===== config.mk =====
export PLATFORM = sky130hd
export DESIGN_NAME = acc_alu
export DESIGN_NICKNAME = d
export VERILOG_FILES = /design/src/rtl/acc_alu_pkg.sv /design/src/rtl/acc_unary_unit.sv /design/src/rtl/acc_binary_unit.sv /design/src/rtl/acc_compare_unit.sv /design/src/rtl/acc_alu.sv
export SDC_FILE = /design/constraint.sdc
export NUM_CORES = 1
export LEC_CHECK = 0
export ABC_AREA = 1
export ABC_CLOCK_PERIOD_IN_PS = 1100
export BUFFER_PORTS_ARGS = -buffer_cell sky130_fd_sc_hd__buf_2
export CORE_UTILIZATION = 55
export DETAILED_ROUTE_END_ITERATION = 16
export PLACE_DENSITY = 0.77
export SLEW_MARGIN = 5
export SYNTH_ARGS = -nofsm -noshare
export SYNTH_HDL_FRONTEND = slang
export SYNTH_SLANG_ARGS = --single-unit

===== constraint.sdc =====
create_clock -name clk -period 1.1 [get_ports clk]
set_input_delay 0.11 -clock clk [delete_from_list [all_inputs] [get_ports clk]]
set_output_delay 0.11 -clock clk [all_outputs]
set_load 0.01 [all_outputs]

===== src/rtl/acc_alu_pkg.sv =====
package acc_alu_pkg;
  typedef enum logic [1:0] {
    CLS_UNARY  = 2'd0,
    CLS_BINARY = 2'd1,
    CLS_CMP    = 2'd2,
    CLS_PASS   = 2'd3
  } acc_cls_e;

  typedef enum logic [2:0] {
    U_ZERO = 3'd0, U_SHL1 = 3'd1, U_SHR1 = 3'd2, U_SAR1 = 3'd3,
    U_INC  = 3'd4, U_DEC  = 3'd5, U_NOT  = 3'd6, U_NEG  = 3'd7
  } unary_op_e;

  typedef enum logic [2:0] {
    B_ADD = 3'd0, B_SUB = 3'd1, B_AND = 3'd2, B_OR  = 3'd3,
    B_XOR = 3'd4, B_SHL = 3'd5, B_SHR = 3'd6, B_SAR = 3'd7
  } binary_op_e;
endpackage


===== src/rtl/acc_unary_unit.sv =====
module acc_unary_unit #(
  parameter int DW = 8
) (
  input  logic [DW-1:0] acc,
  input  logic [2:0]    op,
  output logic [DW-1:0] res
);
  import acc_alu_pkg::*;

  always_comb begin
    unique case (unary_op_e'(op))
      U_ZERO:  res = '0;
      U_SHL1:  res = {acc[DW-2:0], 1'b0};
      U_SHR1:  res = {1'b0, acc[DW-1:1]};
      U_SAR1:  res = {acc[DW-1], acc[DW-1:1]};
      U_INC:   res = acc + DW'(1);
      U_DEC:   res = acc - DW'(1);
      U_NOT:   res = ~acc;
      default: res = DW'(0) - acc;
    endcase
  end
endmodule


===== src/rtl/acc_binary_unit.sv =====
module acc_binary_unit #(
  parameter int DW = 8
) (
  input  logic [DW-1:0] acc,
  input  logic [DW-1:0] rv,
  input  logic [2:0]    op,
  output logic [DW-1:0] res
);
  import acc_alu_pkg::*;

  localparam int SW = $clog2(DW);

  logic [SW-1:0] amt;
  logic          over;
  logic [DW-1:0] shl_v, shr_v, sar_v;

  assign amt  = rv[SW-1:0];
  assign over = |rv[DW-1:SW];

  always_comb begin
    shl_v = over ? '0 : (acc << amt);
    shr_v = over ? '0 : (acc >> amt);
    sar_v = over ? {DW{acc[DW-1]}} : DW'($signed(acc) >>> amt);
  end

  always_comb begin
    unique case (binary_op_e'(op))
      B_ADD:   res = acc + rv;
      B_SUB:   res = acc - rv;
      B_AND:   res = acc & rv;
      B_OR:    res = acc | rv;
      B_XOR:   res = acc ^ rv;
      B_SHL:   res = shl_v;
      B_SHR:   res = shr_v;
      default: res = sar_v;
    endcase
  end
endmodule


===== src/rtl/acc_compare_unit.sv =====
module acc_compare_unit #(
  parameter int DW = 8
) (
  input  logic [DW-1:0] acc,
  input  logic [DW-1:0] rv,
  output logic [DW-1:0] res
);
  logic [DW:0] diff;

  // The borrow out of acc - rv is the unsigned less-than result.
  assign diff = {1'b0, acc} - {1'b0, rv};
  assign res  = {{(DW-1){1'b0}}, diff[DW]};
endmodule


===== src/rtl/acc_alu.sv =====
module acc_alu #(
  parameter int DW = 8
) (
  input  logic          clk,
  input  logic          rst_n,
  input  logic          in_valid,
  output logic          in_ready,
  input  logic [DW-1:0] in_acc,
  input  logic [DW-1:0] in_reg,
  input  logic [1:0]    in_cls,
  input  logic [2:0]    in_op,
  output logic          out_valid,
  input  logic          out_ready,
  output logic [DW-1:0] out_acc
);
  import acc_alu_pkg::*;

  logic [DW-1:0] un_res, bi_res, cmp_res, nxt;

  acc_unary_unit #(.DW(DW)) u_unary (
    .acc (in_acc),
    .op  (in_op),
    .res (un_res)
  );

  acc_binary_unit #(.DW(DW)) u_binary (
    .acc (in_acc),
    .rv  (in_reg),
    .op  (in_op),
    .res (bi_res)
  );

  acc_compare_unit #(.DW(DW)) u_cmp (
    .acc (in_acc),
    .rv  (in_reg),
    .res (cmp_res)
  );

  always_comb begin
    unique case (acc_cls_e'(in_cls))
      CLS_UNARY:  nxt = un_res;
      CLS_BINARY: nxt = bi_res;
      CLS_CMP:    nxt = cmp_res;
      default:    nxt = in_acc;
    endcase
  end

  assign in_ready = !out_valid || out_ready;

  always_ff @(posedge clk or negedge rst_n) begin
    if (!rst_n) begin
      out_valid <= 1'b0;
      out_acc   <= '0;
    end else if (in_ready) begin
      out_valid <= in_valid;
      if (in_valid) out_acc <= nxt;
    end
  end
endmodule


==> flow_summary.yaml, run 1 <==
outcome:
  outcome: "stopped before the end"
  stop_stage: "global routing"
  first-error: "[ERROR GRT-0232] Routing congestion too high. Check the congestion heatmap in the GUI."
logic_synthesis:
  ys.flop_type: "dfrtp_1"
  syn_area_per_cell_sq_um: 5.70
  synth-seq-cells: 9
  syn_area_sq_mm: 0.00294
  synthArstFlopShare_pct: 100
  synthDistinctLibCells: 43
  synth_edf_count: 0
  yosys_warnings: 0
  syn_nets: 576
  syn_inst: 516
  yosysSeqAreaShare_pct: 7.66
cts:
  cts_made_buffers: 3
  htreeDepth: 1
  clockBufferDepth: 2
  root_buffer: "clkbuf_8"
  clock-sinks: 9
place:
  placed_area_sq_mm: 0.00392
  port_buffers: 34
  dpl.hpwl_mm: 9.00
  gp_congestion: 1.08
grt:
  grt_max_degree: 17
  grt_usage_pct: 64.5
  overflow: 10
die:
  die_y_microns: 75.1
  fp-row-count: 26
  pin_count: 35
  initial_core_util_pct: 57.2
  die_w_microns: 75.1
sta:
  crit_endpoint: "out_acc[6]$_DFFE_PN0P_/D"
  worst-ep-kind: "register data pin"
[synthesized netlist by cell type, types with 2 or more instances]
master	count	area [sq um]
o21ai_0	26	130
or2_2	6	37.5
a211oi_1	3	22.5
buf_2	9	45.0
o211ai_1	11	82.6
clkbuf_1	3	11.3
nand3_1	54	270
inv_2	5	18.8
a22oi_1	3	22.5
o21ai_1	3	15.0
nor2_2	3	18.8
o22ai_1	5	31.3
xor2_1	8	70.1
buf_4	6	45.0
nand3b_1	3	22.5
nor2_1	42	158
dfrtp_1	9	225
inv_1	53	199
a21oi_1	40	200
ha_1	34	425
nand4_1	13	81.3
or2_1	3	18.8
nand3_2	2	20.0
a221oi_1	7	61.3
nand2_1	147	552
[what timing repair did]
item                       CTS
hold endpoints to repair     9
gates cloned                 0
setup endpoints to repair    8
setup buffers                6
hold buffers                 1
pin swaps                   34
resized for setup           43
[metal layers]
layer	track usage [%]	GRT overflow
met5	14.8	0
met1	70.4	0
met4	58.5	4
met2	84.5	6
met3	39.0	0
[stage by stage]
step           setup WS (ns)  utilization (%)  setup TNS (ns)  cells
4_1_cts               -0.899             81.6           -5.70    715
2_1_floorplan          -1.17                -           -6.41    516
3_3_place_gp           -1.20             76.3           -7.85    704
3_5_place_dp           -1.27             76.3           -8.24    704
[kinds of logic after synthesis]
family          Yosys count  share of synthesized area [%]
compound gates          106                           21.5
xor+xnor                  9                           2.68
fa+ha+maj                35                           15.1
buf+inv                  79                           11.6
flops                     9                           7.66
simple gates            278                           41.4
==> run 2: changes to the inputs <==
- ABC_CLOCK_PERIOD_IN_PS: 1100 -> 1400
- CORE_UTILIZATION: 55 -> 40
- PLACE_DENSITY: 0.77 -> not set
- PLACE_DENSITY_LB_ADDON: not set -> 0.15
- clock period: 1.1 -> 1.4 ns (I/O delays scaled with it)
==> run 2 against run 1 <==
Against the previous run: the flow now finishes, with violations (negative setup slack); synthesized cell count is the same; area after synthesis unchanged.
==> flow_summary.yaml, run 2 <==
outcome:
  outcome: "finished, violations left"
  violations: "negative setup slack"
layout:
  reg_top3: "out_acc x8, out_valid x1"
  instances_no_fill: 753
  final_area_sq_mm: 0.00444
  regMostFlops: "out_acc"
  diodes: 0
  layout-drive-gt1-share_pct: 35.0
  nets: 718
  largest_reg_flops: 8
  mostFrequentLayoutCells: "nand2_1 (139), buf_4 (112), inv_1 (42), nor2_1 (42), nand3_1 (40)"
  final_common_cell: "nand2_1"
  final_util_pct: 63.9
  syn2layout_area_growth_pct: 50.9
detailed_routing:
  routedWlPerCell_microns: 16.0
  vias_per_cell: 5.50
  wl_mm: 12.1
  drc: 0
  drtPass1Iterations: 5
  drt_iter0_drc: 306
  vias: 4140
  ant_nets: 0
sta:
  finalHoldViolCount: 0
  tightest_slew_ns: 0.411
  fmax_mhz: 489
  setup_violations: 8
  slew_violations: 0
  relSlewSlack_pct: 72.5
  period_minus_slack_ns: 2.05
  clock_skew_ns: 0.00124
  fin_setup_tns_ns: -3.90
  grt_setup_unrepaired: "yes"
  layout_worst_path_cycle_share_pct: 146
  worst_slack_ns: -0.647
  hold_ws_ns: 0.190
logic_synthesis:
  yosys-top-cells-count: "nand2_1 (147), nand3_1 (54), inv_1 (53), nor2_1 (42), a21oi_1 (40)"
  synth-seq-cells: 9
  synth_top_area_cell: "nand2_1"
  synth_edf_count: 0
  ys.flop_type: "dfrtp_1"
  synthDistinctLibCells: 43
  syn_area_sq_mm: 0.00294
  yosys_warnings: 0
  yosysMostFrequentCell: "nand2_1"
  syn_inst: 516
  syn_nets: 576
  netlist.area_leader.share_pct: 18.8
  yosysSeqAreaShare_pct: 7.66
  syn_area_per_cell_sq_um: 5.70
  synthArstFlopShare_pct: 100
  synthTopCellsByArea: "nand2_1 (19%), ha_1 (14%), nand3_1 (9.2%)"
critical_path:
  path_cells: "buf_8 > inv_6 > ha_4 > inv_4 > nor3_4 > or2_4 > xor2_1 > ha_1 > inv_2 > buf_4 > nand3_1 > nand3_1 > o211ai_1 > inv_1 > nand2_1 > a21oi_2 > nand2_1 > nand2_1 > nand2_1"
  crit_family: "simple AND/OR/NAND/NOR gates"
  crit_type: "in2reg"
  critPathMaxFanout: 4
  rr_endpoint: "out_acc[1]"
  cp_slowest_cell: "ha_1"
  path_buf_inv: 6
  worstSetupEndpointType: "register"
  startpoint_type: "input pin"
  required_ns: 1.52
  cp.arrival_ns: 2.17
  slowest_delay_ns: 0.34
  regToRegSetupSlack_ns: 0.33
  r2r_cells: 6
  cp_common_cell: "nand2_1"
  r2r-start: "out_valid"
place:
  post-place-cells: 733
  port_buffers: 34
  post-place-ws_ns: -0.991
  gp_congestion: 0.960
  placed_area_sq_mm: 0.00399
  dpl.hpwl_mm: 9.28
grt:
  grt_pass1_wl_mm: 18.9
  grt_usage_pct: 31.6
  grt_max_degree: 17
  first_global_vias: 3865
  antenna_found_initial: 0
  overflow: 0
power_and_ir_drop:
  irDropWorstVdd_mv: 0.636
  finalPower_mw: 2.18
  pwr_density_cell_mw_per_mm2: 493
  p_leak_nw: 2.35
worst_hold_path:
  whs_endpoint: "out_valid"
  min-delay-start: "out_ready"
  hold_class: "in2reg"
  hold_depth: 4
die:
  pin_count: 35
  core_area_sq_mm: 0.00694
  die-area_sq_mm: 0.00770
  fp-row-count: 30
  initial_core_util_pct: 42.3
  die_y_microns: 87.7
  die_w_microns: 87.7
cts:
  htreeDepth: 1
  path_clk_slew_ns: 0.05
  insertion_delay_ns: 0.23
  clock-sinks: 9
  clockBufferDepth: 2
  root_buffer: "clkbuf_8"
  cts_made_buffers: 3
  cts_tree: "done"
job:
  maxCapViolations: 0
-- run 2: cell counts after synthesis --
Identical to the previous run, type by type.
-- run 2: how the worst max path moves through the flow --
stage                    from          to  depth (start not counted)
floorplan           in_reg[1]  out_acc[6]                         20
global placement    in_reg[1]  out_acc[6]                         19
detailed placement  in_reg[1]  out_acc[6]                         19
CTS                 in_reg[1]  out_acc[5]                         17
global route        in_reg[0]  out_acc[7]                         23
finish              in_reg[1]  out_acc[4]                         19
-- run 2: repair_timing --
item,CTS,global route
resized for setup,43,32
pin swaps,24,22
setup endpoints to repair,8,8
cloned,0,1
buffers inserted,11,3
hold buffers,1,0
endpoints found under the hold margin,9,0
-- run 2: worst register-to-register path: cells and delay by family (launching register included) --
kind / cells / cell delay [ns]
and+or+nand+nor: 4 / 0.33
DFF: 1 / 0.36
AOI/OAI and AO/OA: 1 / 0.12
buffers and inverters: 1 / 0.19
-- run 2: routing by layer --
| layer | wire [microns] | track usage, % | vias up |
|---|---|---|---|
| li1 | - | - | 2025 |
| met1 | 5250 | 42.7 | 1857 |
| met2 | 5410 | 51.3 | 215 |
| met3 | 931 | 3.49 | 43 |
| met4 | 486 | 12.1 | 0 |
| met5 | 0 | 0 | - |
-- run 2: area by class of cell --
class / instances / area (sq um)
inverter: 60 / 250
tap: 96 / 120
timing repair buffer: 156 / 1180
clock buffer: 4 / 45.0
multi-input combinational: 428 / 2620
fill: 660 / 2510
sequential: 9 / 225
-- run 2: kinds of logic (layout without fill, tap and decap cells) --
logic type      after synthesis  after routing  share of synthesized area, %
fa+ha+maj                    35             35                          15.1
simple gates                278            278                          41.4
xor+xnor                      9              9                          2.68
flops                         9              9                          7.66
compound gates              106            106                          21.5
buf+inv                      79            220                          11.6
-- run 2: power by group --
| part | internal [mW] | switching, mW | leakage [nW] |
|---|---|---|---|
| registers | 0.304 | 0.0204 | 0.111 |
| logic | 0.692 | 0.865 | 2.22 |
| clock network | 0.199 | 0.105 | 0.0228 |
| total | 1.19 | 0.991 | 2.35 |
No activity file was read; power rests on OpenSTA's default activity.
